<file path="src/rtl/gem_pkg.sv">
package gem_pkg;
  localparam int FIELD_W = 4;
  // Word indices inside a bank (byte address bits [6:2])
  localparam int W_EN_RISE = 0;
  localparam int W_EN_FALL = 1;
  localparam int W_ST_RISE = 2;
  localparam int W_ST_FALL = 3;
  localparam int W_MAP0    = 16;

  function automatic logic [2:0] pair_sel(input logic [FIELD_W-1:0] fld);
    return fld[2:0];
  endfunction

  function automatic logic pme_flag(input logic [FIELD_W-1:0] fld);
    return fld[3];
  endfunction

  // Next status value: a new edge always wins over a clear
  function automatic logic next_status(input logic cur, input logic clr, input logic hit);
    return (cur & ~clr) | hit;
  endfunction
endpackage

</file>
<file path="src/rtl/gem_edge_detect.sv">
module gem_edge_detect #(
  parameter int N = 32
) (
  input  logic         clk,
  input  logic         rst_n,
  input  logic [N-1:0] lvl,
  output logic [N-1:0] rise,
  output logic [N-1:0] fall
);
  logic [N-1:0] prev_q;

  always_ff @(posedge clk or negedge rst_n) begin
    if (!rst_n) prev_q <= '0;
    else        prev_q <= lvl;
  end

  assign rise = lvl & ~prev_q;
  assign fall = ~lvl & prev_q;
endmodule

</file>
<file path="src/rtl/gem_status_bank.sv">
module gem_status_bank
  import gem_pkg::*;
#(
  parameter int N = 32
) (
  input  logic         clk,
  input  logic         rst_n,
  input  logic [N-1:0] hit,
  input  logic [N-1:0] clr,
  output logic [N-1:0] sts
);
  for (genvar i = 0; i < N; i++) begin : g_bit
    always_ff @(posedge clk or negedge rst_n) begin
      if (!rst_n) sts[i] <= 1'b0;
      else        sts[i] <= next_status(sts[i], clr[i], hit[i]);
    end
  end
endmodule

</file>
<file path="src/rtl/gem_event_router.sv">
module gem_event_router
  import gem_pkg::*;
#(
  parameter int NPINS  = 32,
  parameter int NPAIRS = 8
) (
  input  logic [NPINS-1:0]         pend,
  input  logic [NPINS*FIELD_W-1:0] map_flat,
  output logic [NPAIRS-1:0]        pair_evt,
  output logic                     pme_evt
);
  for (genvar g = 0; g < NPAIRS; g++) begin : g_pair
    always_comb begin
      pair_evt[g] = 1'b0;
      for (int p = 0; p < NPINS; p++) begin
        if (pend[p] && int'(pair_sel(map_flat[p*FIELD_W +: FIELD_W])) == g)
          pair_evt[g] = 1'b1;
      end
    end
  end

  always_comb begin
    pme_evt = 1'b0;
    for (int p = 0; p < NPINS; p++) begin
      if (pend[p] && pme_flag(map_flat[p*FIELD_W +: FIELD_W]))
        pme_evt = 1'b1;
    end
  end
endmodule

</file>
<file path="src/rtl/gpio_evt_mapper.sv">
module gpio_evt_mapper
  import gem_pkg::*;
#(
  parameter int NPINS  = 32,
  parameter int NPAIRS = 8,
  parameter int BANK_W = 16,
  parameter int ADDR_W = 8,
  parameter int DATA_W = 32
) (
  input  logic              clk,
  input  logic              rst_n,
  input  logic              bus_wr,
  input  logic [ADDR_W-1:0] bus_addr,
  input  logic [DATA_W-1:0] bus_wdata,
  output logic [DATA_W-1:0] bus_rdata,
  input  logic [NPINS-1:0]  pin_in,
  output logic [NPAIRS-1:0] pair_evt,
  output logic              pme_evt
);
  localparam int NBANKS       = NPINS / BANK_W;
  localparam int PINS_PER_MAP = DATA_W / FIELD_W;
  localparam int NMAPS        = NPINS / PINS_PER_MAP;
  localparam int WORD_W       = ADDR_W - 3;

  logic              bank;
  logic [WORD_W-1:0] word;
  assign bank = bus_addr[ADDR_W-1];
  assign word = bus_addr[ADDR_W-2:2];

  logic unused_addr;
  assign unused_addr = ^bus_addr[1:0];

  logic [1:0][NPINS-1:0] en_q, edge_v, hit_v, clr_v, sts_v;
  logic [NMAPS-1:0][DATA_W-1:0] map_q;
  logic [NPINS*FIELD_W-1:0]     map_flat;

  // Named internal events for the checker
  logic [NPINS-1:0] hit_rise, hit_fall, clr_rise, clr_fall, sts_rise, sts_fall, pend;

  gem_edge_detect #(.N(NPINS)) u_edge (
    .clk(clk), .rst_n(rst_n), .lvl(pin_in),
    .rise(edge_v[0]), .fall(edge_v[1])
  );

  // Register writes: enables per bank, routing words in bank 0
  always_ff @(posedge clk or negedge rst_n) begin
    if (!rst_n) begin
      en_q  <= '0;
      map_q <= '0;
    end else if (bus_wr) begin
      for (int pol = 0; pol < 2; pol++)
        for (int b = 0; b < NBANKS; b++)
          if (int'(bank) == b && int'(word) == W_EN_RISE + pol)
            en_q[pol][b*BANK_W +: BANK_W] <= bus_wdata[BANK_W-1:0];
      for (int m = 0; m < NMAPS; m++)
        if (!bank && int'(word) == W_MAP0 + m)
          map_q[m] <= bus_wdata;
    end
  end

  // Write-one-to-clear strobes for the status words
  always_comb begin
    clr_v = '0;
    for (int pol = 0; pol < 2; pol++)
      for (int b = 0; b < NBANKS; b++)
        if (bus_wr && int'(bank) == b && int'(word) == W_ST_RISE + pol)
          clr_v[pol][b*BANK_W +: BANK_W] = bus_wdata[BANK_W-1:0];
  end

  for (genvar pol = 0; pol < 2; pol++) begin : g_pol
    assign hit_v[pol] = edge_v[pol] & en_q[pol];
    gem_status_bank #(.N(NPINS)) u_sts (
      .clk(clk), .rst_n(rst_n), .hit(hit_v[pol]), .clr(clr_v[pol]), .sts(sts_v[pol])
    );
  end

  for (genvar m = 0; m < NMAPS; m++) begin : g_map
    assign map_flat[m*DATA_W +: DATA_W] = map_q[m];
  end

  assign hit_rise = hit_v[0];
  assign hit_fall = hit_v[1];
  assign clr_rise = clr_v[0];
  assign clr_fall = clr_v[1];
  assign sts_rise = sts_v[0];
  assign sts_fall = sts_v[1];
  assign pend     = (sts_v[0] & en_q[0]) | (sts_v[1] & en_q[1]);

  gem_event_router #(.NPINS(NPINS), .NPAIRS(NPAIRS)) u_route (
    .pend(pend), .map_flat(map_flat), .pair_evt(pair_evt), .pme_evt(pme_evt)
  );

  // Combinational read mux
  always_comb begin
    bus_rdata = '0;
    for (int b = 0; b < NBANKS; b++) begin
      if (int'(bank) == b) begin
        for (int pol = 0; pol < 2; pol++) begin
          if (int'(word) == W_EN_RISE + pol)
            bus_rdata[BANK_W-1:0] = en_q[pol][b*BANK_W +: BANK_W];
          if (int'(word) == W_ST_RISE + pol)
            bus_rdata[BANK_W-1:0] = sts_v[pol][b*BANK_W +: BANK_W];
        end
      end
    end
    for (int m = 0; m < NMAPS; m++)
      if (!bank && int'(word) == W_MAP0 + m)
        bus_rdata = map_q[m];
  end
endmodule

</file>
<file path="config.mk">
export PLATFORM = sky130hd
export DESIGN_NAME = gpio_evt_mapper
export DESIGN_NICKNAME = d
export VERILOG_FILES = /design/src/rtl/gem_pkg.sv /design/src/rtl/gem_edge_detect.sv /design/src/rtl/gem_status_bank.sv /design/src/rtl/gem_event_router.sv /design/src/rtl/gpio_evt_mapper.sv
export SDC_FILE = /design/constraint.sdc
export NUM_CORES = 1
export LEC_CHECK = 0
export BUFFER_PORTS_ARGS = -buffer_cell sky130_fd_sc_hd__buf_4
export CAP_MARGIN = 20
export CORE_MARGIN = 8
export CORE_UTILIZATION = 33
export CTS_CLUSTER_SIZE = 24
export DETAILED_ROUTE_END_ITERATION = 8
export REMOVE_ABC_BUFFERS = 1
export SETUP_SLACK_MARGIN = 0.1
export SLEW_MARGIN = 20
export SYNTH_ARGS = -nofsm -noshare
export SYNTH_HDL_FRONTEND = slang
export SYNTH_HIERARCHICAL = 1
export SYNTH_SLANG_ARGS = --single-unit
</file>
<file path="constraint.sdc">
create_clock -name clk -period 3.8 [get_ports clk]
set_clock_uncertainty 0.2 [all_clocks]
set_input_delay 0.76 -clock clk [delete_from_list [all_inputs] [get_ports clk]]
set_output_delay 0.76 -clock clk [all_outputs]
set_load 0.03 [all_outputs]
</file>
# [After elaboration in Yosys (flattened, before gate mapping)]
# Index checks and enable logic that the tools add are counted.
[op_classes] eq_ne=231 n_mux=306 bitwise_logic=202 n_reduce_logical=344
[op_table] op="3-bit == test (second input constant)" count=128
[op_table] op="1-bit logical AND" count=302
[op_table] op="1-bit two-way mux" count=288
[op_table] op="16-bit two-way mux" count=14
[op_table] op="32-bit bitwise AND" count=6
[op_table] op="3-bit by 2-bit == test with 1-bit output (second input constant)" count=64
[op_table] op="32-bit two-way mux" count=4
[op_table] op="3-bit by 1-bit == test with 1-bit output (second input constant)" count=32
[op_table] op="3-bit logical NOT" count=32
[op_table] op="1-bit NOT" count=65
[op_table] op="1-bit bitwise AND" count=64
[op_table] op="32-bit NOT" count=2
[op_table] op="1-bit OR" count=64
[op_table] op="32-bit OR" count=1
[op_table] op="5-bit == test (second input constant)" count=4
[op_table] op="2-bit AND reduction" count=8
[op_table] op="5-bit by 3-bit == test with 1-bit output (second input constant)" count=2
[op_table] op="5-bit by 2-bit == test with 1-bit output (second input constant)" count=1
[op_table] op="5-bit logical NOT" count=1
[op_table] op="1-bit logical NOT" count=1
[totals] regBits=288 input_bits=75 output_inout_bits=41

# [Depth between registers and ports, before layout]
# Gate-level depths: netlist (run 1).
[logic_depth] word_depth=35 mapped_depth=8 depth_no_buf=6

# [Hierarchy]
# The synthesis (run 1) kept the hierarchy.
[modules_own_cells] module="gpio_evt_mapper" instances=1 cells_per_inst=949 area_each_um2=10628.9 seq_area_each_um2=4804.6
[modules_own_cells] module="gem_event_router" instances=1 cells_per_inst=395 area_each_um2=2989.1 seq_area_each_um2=0.0
[modules_own_cells] module="gem_status_bank" instances=2 cells_per_inst=96 area_each_um2=1161.1 seq_area_each_um2=800.8
[modules_own_cells] module="gem_edge_detect" instances=1 cells_per_inst=96 area_each_um2=1361.3 seq_area_each_um2=800.8

# [Least setup slack after synthesis (run 1)]
# OpenSTA, ideal clock, no wires.
[synth_path] kind="input to output" startpoint="input bus_addr[5]" endpoint="output bus_rdata[9]" t_arrival_ps=2812 t_required_ps=2840 path_slack_ps=28 path_stages=7 path_buffers=2 path_cell_list="buf_2 or4b_4 nor2_4 buf_4 a21oi_1 and3_1 o31ai_1"
[synth_between] elab_chain_cells=15 elab_cells_between_ends=26 classes_between="7 x eq/ne; 14 x mux; 5 x reduce/logical"
[synth_rtl] element="start: declaration" line="gpio_evt_mapper.sv:13" rtl="input logic [ADDR_W-1:0] bus_addr,"
[synth_rtl] element="5-bit logical NOT" line="gpio_evt_mapper.sv:99" rtl="if (int'(word) == W_EN_RISE + pol)"
[synth_rtl] element="16-bit two-way mux" line="gpio_evt_mapper.sv:99"
[synth_rtl] element="16-bit two-way mux" line="gpio_evt_mapper.sv:101" rtl="if (int'(word) == W_ST_RISE + pol)"
[synth_rtl] element="16-bit two-way mux" line="gpio_evt_mapper.sv:99"
[synth_rtl] element="16-bit two-way mux" line="gpio_evt_mapper.sv:101"
[synth_rtl] element="16-bit two-way mux" line="gpio_evt_mapper.sv:97" rtl="if (int'(bank) == b) begin"
[synth_rtl] element="16-bit two-way mux" line="gpio_evt_mapper.sv:99"
[synth_rtl] element="16-bit two-way mux" line="gpio_evt_mapper.sv:101"
[synth_rtl] element="16-bit two-way mux" line="gpio_evt_mapper.sv:99"
[synth_rtl] element="16-bit two-way mux" line="gpio_evt_mapper.sv:101"
[synth_rtl] element="16-bit two-way mux" line="gpio_evt_mapper.sv:97"
[synth_rtl] element="32-bit two-way mux (3 in a row)" line="gpio_evt_mapper.sv:107" rtl="if (!bank && int'(word) == W_MAP0 + m)"
[synth_rtl] element="32-bit two-way mux *" line="gpio_evt_mapper.sv:107"
[synth_rtl] element="end: declaration" line="gpio_evt_mapper.sv:15" rtl="output logic [DATA_W-1:0] bus_rdata,"
# Every way passes the cells marked *; elsewhere a longest branch is shown, timed or not.

# [Worst setup path after layout (run 1)]
[layout_path] startpoint="register g_pol[1].u_sts.sts[3]" endpoint="output pair_evt[2]"
[layout_between] elab_chain_cells=32
[layout_rtl] element="start: declaration" line="gem_status_bank.sv:10" rtl="output logic [N-1:0] sts"
[layout_rtl] element="start signal: indexed assignment" line="gem_status_bank.sv:15" rtl="else sts[i] <= next_status(sts[i], clr[i], hit[i]);"
[layout_rtl] element="32-bit bitwise AND" line="gpio_evt_mapper.sv:87" rtl="assign pend = (sts_v[0] & en_q[0]) | (sts_v[1] & en_q[1]);"
[layout_rtl] element="32-bit OR" line="gpio_evt_mapper.sv:87"
[layout_rtl] element="net pend[3]" line="gpio_evt_mapper.sv:38" rtl="logic [NPINS-1:0] hit_rise, hit_fall, clr_rise, clr_fall, sts_rise, sts_fall, pend;"
[layout_rtl] element="1-bit logical AND" line="gem_event_router.sv:16" rtl="if (pend[p] && int'(pair_sel(map_flat[p*FIELD_W +: FIELD_W])) == g)"
[layout_rtl] element="1-bit two-way mux (29 in a row)" line="gem_event_router.sv:16"
[layout_rtl] element="end: declaration" line="gpio_evt_mapper.sv:17" rtl="output logic [NPAIRS-1:0] pair_evt,"
# The timed path passes the listed nets, and every way through them passes these cells.

==> impl_metrics.py, run 1 <==
metrics = {
    "clock_tree": {
        "clk-insertion-delay-late_ns": 0.56,
        "cts_tree": "yes",
        "cts.reportedPaths.clkPinSlew_ns": 0.06,
        "cts_buffers": 35,
        "clkSinkCount": 288,
        "root_buffer": "clkbuf_16",
        "h-tree-depth": 2,
        "holdBufCountCts": 0,
        "cts_buffer_depth": 3,
    },
    "layout": {
        "layout.cells.most_common": "dfrtp_1",
        "syn2layout_area_growth_pct": 23.2,
        "diodes": 0,
        "fillers": 4954,
        "layout-drive-gt1-share_pct": 34.8,
        "nets": 1885,
        "final_cell_mix": "288 x dfrtp_1, 207 x buf_4, 179 x mux2_2",
    },
    "global_routing": {
        "antenna_found_initial": 0,
        "grt_max_degree": 98,
        "gr-total-overflow": 0,
        "grt_pass1_vias": 14900,
        "grt_pass1_wl_mm": 94.9,
        "grt.total_usage_pct": 20.5,
    },
    "critical_path": {
        "end_kind": "primary output",
        "reg2regPathDepth": 2,
        "worstPathRequired_ns": 2.84,
        "worstPathArrival_ns": 2.82,
        "critPathLaunch": "g_pol[1].u_sts/sts[3]$_DFF_PN0_",
        "cp_max_fo": 6,
        "crit_cells": 6,
        "critPathSlowestCell": "or4_4",
        "critPathLaunchType": "register",
        "critPathBufInv": 1,
        "cp_top_family": "simple AND/OR/NAND/NOR gates",
        "timing_worst_setup_path_type": "reg -> out",
        "crit_chain": "a22o_4 > and4bb_2 > nor4_4 > nand4_1 > or4_4 > buf_6",
        "critPathMaxStageDelay_ns": 0.51,
        "worstReg2RegStart": "map_flat[88]$_DFFE_PN0P_",
    },
    "place": {
        "numPortBuffers": 113,
        "pre_cts_slack_ns": -0.00408,
        "place_congestion": 0.991,
        "hpwl_mm": 46.8,
    },
    "yosys": {
        "yosysSeqAreaShare_pct": 41.7,
        "synth.avg_cell_area_um2": 10.6,
        "async_flop_share_pct": 100,
        "ys.flop_type": "dfrtp_1",
        "netlist-cell-type-count": 70,
        "synth_enable_flop_cells": 0,
        "syn_inst": 1632,
        "synthesis.area_mm2": 0.0173,
        "synth-seq-cells": 288,
        "yosys_warnings": 6,
    },
    "drt": {
        "dr.pass1.iters": 7,
        "drc": 0,
        "wl_mm": 63.6,
        "drtAntennaViolNets": 0,
        "drtIter0Drc": 1302,
        "num_vias": 15000,
        "via_per_inst": 5.96,
        "detail_route.wl_per_cell_um": 25.2,
    },
    "die": {
        "dieWidth_um": 245,
        "fp.dieH_um": 245,
        "start_util_pct": 33.1,
        "core_mm2": 0.0522,
        "pin_count": 116,
        "die-area_mm2": 0.0600,
        "rows": 84,
    },
    "sta": {
        "relSlewSlack_pct": 44.8,
        "setup_violations": 0,
        "min_period_over_period_pct": 99.3,
        "report.final.slew_viol_count": 0,
        "worstMarginPinSlew_ns": 0.829,
        "setup_tns_ns": 0,
        "clock.fmax_ghz": 0.265,
        "hold_viol_final": 0,
        "min_period_ns": 3.78,
        "rsz0062_at_grt": "true",
        "fin_ws_ns": 0.0250,
    },
    "pwr": {
        "vdd_drop_max_v": 0.000408,
        "power_density_mw_per_mm2": 499,
        "leakage_nw": 9.31,
    },
    "job": {
        "cap_viol_max_count": 0,
    },
    "outcome": {
        "status": "finished, final reports clean",
    },
    "worst_hold_path": {
        "min_path_type": "in -> async",
    },
}
==> repair_timing <==
| action | in CTS | in global routing |
|---|---|---|
| endpoints found under the hold margin | 0 | 0 |
| setup endpoints to repair | 13 | 15 |
| setup buffers | 26 | 11 |
| cloned | 0 | 1 |
| pin swaps | 28 | 20 |
| resized for setup | 71 | 28 |
==> worst paths after layout <==
check                      slack [ns]                          endpoint
hold reg to reg                  0.31  g_pol[1].u_sts/sts[10]$_DFF_PN0_
setup reg to reg                 2.55          map_flat[88]$_DFFE_PN0P_
max in group asynchronous        2.49              en_q[47]$_DFFE_PN0P_
min in group clk                 0.11       u_edge/prev_q[22]$_DFF_PN0_
setup / recovery                 0.02                       pair_evt[2]
hold / removal                   0.05        u_edge/prev_q[1]$_DFF_PN0_
==> worst reg2reg max path, cell delays in order, from the launching register on <==
cell	delay [ns]
dfrtp_1	0.46
buf_4	0.21
mux2_2	0.27
==> per-layer routing <==
layer / GRT usage [%] / vias to the layer above / part of all wire (%) / wire [um]
li1: - / 6615 / - / -
met1: 27.8 / 7657 / 44 / 27800
met2: 32.7 / 637 / 46 / 29200
met3: 3.61 / 119 / 7.0 / 4420
met4: 7.36 / 0 / 3.5 / 2250
met5: 0 / - / 0 / 0
==> Yosys cell counts (all sizes together) (7+ instances only) <==
master,n,area [um^2]
dfrtp,288,7210
mux2,193,2210
and2,130,813
nand4b,84,736
a21oi,78,390
nand4,75,469
inv,74,278
a21o,64,480
and2b,64,561
clkbuf,60,226
nand3,48,240
nor4bb,46,460
nor2,40,193
a22o,36,315
a31oi,34,213
buf,31,239
a22oi,29,218
nand2,28,110
nand3b,26,195
nor4b,25,219
nor4,22,156
a222oi,17,170
and4bb,16,200
and3,12,75.1
a211oi,11,82.6
o31ai,10,95.1
o21bai,9,67.6
o22ai,9,56.3
nor2b,8,50.1
or4,8,63.8
a221oi,7,61.3
mux2i,7,70.1
==> cell families after synthesis <==
family                 synth area share, %
muxes                                 13.2
AOI/OAI and AO/OA                     13.2
buffers and inverters                 4.32
DFF                                   41.7
and+or+nand+nor                       27.7
==> per-stage QoR <==
| stage | cell area (um^2) | hold WS, ns | power, mW | instances | util [%] |
|---|---|---|---|---|---|
| floorplan | 16800 | 0.264 | 5.52 | 1541 | - |
| global placement | 19300 | 0.287 | 6.61 | 2423 | 36.9 |
| detailed placement | 19300 | 0.292 | 6.70 | 2423 | 36.9 |
| CTS | 21100 | 0.0719 | 10.6 | 2510 | 40.3 |
| global route | 21300 | 0.100 | 11.1 | 2522 | 40.8 |
| finish | 21300 | 0.0519 | 10.6 | 2522 | 40.8 |
==> sequential cells by signal, indices dropped and copies added, names as in the netlist <==
| signal | cells |
|---|---|
| g_pol.u_sts/sts | 64 |
| en_q | 64 |
| u_edge/prev_q | 32 |
| map_flat | 128 |
==> final cells by class <==
cell class              count  area, um^2  share of cell area (%)
multi-input cells        1178        9790                    45.9
flip-flops and latches    288        7210                    33.8
repair buffers            232        1950                    9.15
clock buffers              52        1060                    4.98
well taps                 688         861                    4.04
inverters                  75         282                    1.32
clock inverters             9         166                   0.781
==> where the power goes <==
group / switching [mW] / total (mW) / internal (mW)
sequential: 0.846 / 4.47 / 3.62
combinational: 1.30 / 2.60 / 1.30
clock: 1.36 / 3.57 / 2.21
Power figures use the tool's default switching activity.
==> run 2, diff against run 1 <==
--- a/config.mk
+++ b/config.mk
@@ -11,6 +11,7 @@
 export CORE_UTILIZATION = 33
 export CTS_CLUSTER_SIZE = 24
 export DETAILED_ROUTE_END_ITERATION = 8
+export PLACE_DENSITY = 0.61
 export REMOVE_ABC_BUFFERS = 1
 export SETUP_SLACK_MARGIN = 0.1
 export SLEW_MARGIN = 20
==> run 2 against run 1 <==
  * Maximum frequency grew 0.84%
  * Final area shrank 0.76%
  * Clock power decreased by 9.0%
  * Combinational power barely moved
  * Count of clock-buffer cells in the layout fell by 8
==> impl_metrics.py, run 2 (same netlist as run 1, synthesis figures left out) <==
metrics = {
    "outcome": {
        "status": "finished, final reports clean",
    },
    "critical_path": {
        "critPathLaunchType": "register",
        "worstPathArrival_ns": 2.78,
        "worstPathRequired_ns": 2.84,
        "end_kind": "primary output",
        "cp_max_fo": 4,
        "timing_worst_setup_path_type": "reg -> out",
    },
    "sta": {
        "clock.fmax_ghz": 0.267,
        "min_period_over_period_pct": 98.5,
        "report.final.slew_viol_count": 0,
        "hold_viol_final": 0,
        "worstMarginPinSlew_ns": 0.663,
        "min_period_ns": 3.74,
        "setup_violations": 0,
        "rsz0062_at_grt": "true",
        "relSlewSlack_pct": 55.2,
    },
    "drt": {
        "drtAntennaViolNets": 0,
        "drc": 0,
        "dr.pass1.iters": 8,
        "via_per_inst": 5.98,
        "drtIter0Drc": 1705,
        "wl_mm": 65.2,
        "num_vias": 15000,
        "detail_route.wl_per_cell_um": 25.9,
    },
    "layout": {
        "layout.cells.most_common": "dfrtp_1",
        "layout-drive-gt1-share_pct": 35.3,
        "ff_latch_area_mm2": 0.00722,
        "fillers": 5026,
        "final_cell_mix": "280 x dfrtp_1, 195 x buf_4, 179 x mux2_2",
        "fin_area_mm2": 0.0212,
        "largest_register_ffs": 128,
        "multiInputGateArea_mm2": 0.00980,
        "syn2layout_area_growth_pct": 22.3,
        "nets": 1878,
    },
    "pwr": {
        "leakage_nw": 9.17,
        "power_switching_mw": 3.54,
        "sw_frac_of_total_pct": 34.1,
        "power_frac_seq_pct": 43.4,
        "power_density_mw_per_mm2": 490,
        "p_total_mw": 10.4,
        "internal-power_mw": 6.83,
        "vdd_drop_max_v": 0.000321,
        "p_comb_share_pct": 25.2,
        "clockPowerShare_pct": 31.4,
    },
    "die": {
        "dieWidth_um": 245,
        "core_mm2": 0.0522,
        "die-area_mm2": 0.0600,
        "rows": 84,
        "start_util_pct": 33.1,
        "fp.dieH_um": 245,
        "pin_count": 116,
    },
    "global_routing": {
        "grt_pass1_vias": 14600,
        "gr-total-overflow": 0,
        "grt.total_usage_pct": 20.7,
        "antenna_found_initial": 1,
        "grt_pass1_wl_mm": 95.3,
        "grt_max_degree": 74,
    },
    "place": {
        "hpwl_mm": 47.0,
        "place_area_mm2": 0.0192,
        "numPortBuffers": 113,
        "place_congestion": 0.981,
    },
    "worst_hold_path": {
        "min_path_type": "in -> reg",
    },
    "clock_tree": {
        "h-tree-depth": 2,
        "cts_tree": "yes",
        "clkSinkCount": 288,
        "clk-insertion-delay-late_ns": 0.54,
        "cts_buffers": 34,
        "cts.reportedPaths.clkPinSlew_ns": 0.06,
        "cts_buffer_depth": 3,
        "root_buffer": "clkbuf_16",
    },
    "job": {
        "cap_viol_max_count": 0,
    },
}
## run 2: changes by cell type in the layout (fill, tap and decap cells not counted), moves of 5 or more
cell | before | now
buf_4 | 207 | 195
dfrtp_1 | 288 | 280
dfrtp_2 | 0 | 8
clkinv_2 | 2 | 8
nor4_2 | 4 | 10
a22o_2 | 5 | 10
clkbuf_8 | 10 | 5
nor4_4 | 6 | 1
## run 2: final timing paths
check / from / end / slack [ns] / depth (start not counted)
setup / recovery: g_pol[1].u_sts/sts[15]$_DFF_PN0_ / pair_evt[2] / 0.06 / 7
hold / removal: pin_in[4] / u_edge/prev_q[4]$_DFF_PN0_ / 0.13 / 1
setup reg to reg: map_flat[88]$_DFFE_PN0P_ / map_flat[88]$_DFFE_PN0P_ / 2.52 / 2
hold reg to reg: g_pol[1].u_sts/sts[5]$_DFF_PN0_ / g_pol[1].u_sts/sts[5]$_DFF_PN0_ / 0.32 / 1
max in group asynchronous: rst_n / en_q[60]$_DFFE_PN0P_ / 1.92 / 3
min in group asynchronous: rst_n / en_q[17]$_DFFE_PN0P_ / 0.53 / 2
## run 2: per-stage QoR
stage               std cells  setup slack (ns)  hold WS (ns)  utilization, %  TNS [ns]
detailed placement       2412           -0.0600         0.294            36.7   -0.0600
global route             2512          -0.00790         0.112            40.5   -0.0152
floorplan                1541            -0.687         0.264               -    -19.20
finish                   2514            0.0563         0.128            40.5         0
CTS                      2494            0.0325         0.104            39.7         0
global placement         2412           -0.0762         0.286            36.7   -0.0762
## run 2: power by group through the flow
| stage | registers (mW) | clock network, mW | logic [mW] |
|---|---|---|---|
| after detailed placement | 4.48 | 0 | 2.22 |
| after global routing | 4.57 | 3.46 | 2.76 |
| after floorplan | 4.15 | 0 | 1.36 |
| after global placement | 4.44 | 0 | 2.18 |
| after CTS | 4.44 | 3.33 | 2.50 |
| final | 4.50 | 3.25 | 2.61 |
## run 2: what timing repair did
item	in CTS	in global routing
pin swaps	19	16
endpoints found under the hold margin	50	0
buffers inserted	23	14
setup endpoints to repair	10	16
gates cloned	1	4
hold buffers	1	0
resized for setup	62	46
## run 2: routing by layer
| layer | track usage (%) | wire, um |
|---|---|---|
| met5 | 0 | 0 |
| met4 | 5.73 | 1900 |
| met3 | 4.14 | 4760 |
| met2 | 33.4 | 30400 |
| met1 | 27.9 | 28200 |
## run 2: layout make-up
cell class | instances | share of cell area, %
Tap cell | 688 | 4.07
Antenna cell | 2 | 0.0237
Multi-Input combinational cell | 1181 | 46.3
Inverter | 75 | 1.33
Timing Repair Buffer | 223 | 8.98
Sequential cell | 288 | 34.1
Clock buffer | 44 | 4.54
Clock inverter | 13 | 0.609
## run 2: worst max-delay path: stages, from the launching register on
cell,delay [ns]
dfrtp_1,0.40
a22o_4,0.29
and4bb_2,0.27
nor4_2,0.27
buf_4,0.16
nand4_1,0.12
or4_4,0.57
buf_6,0.17
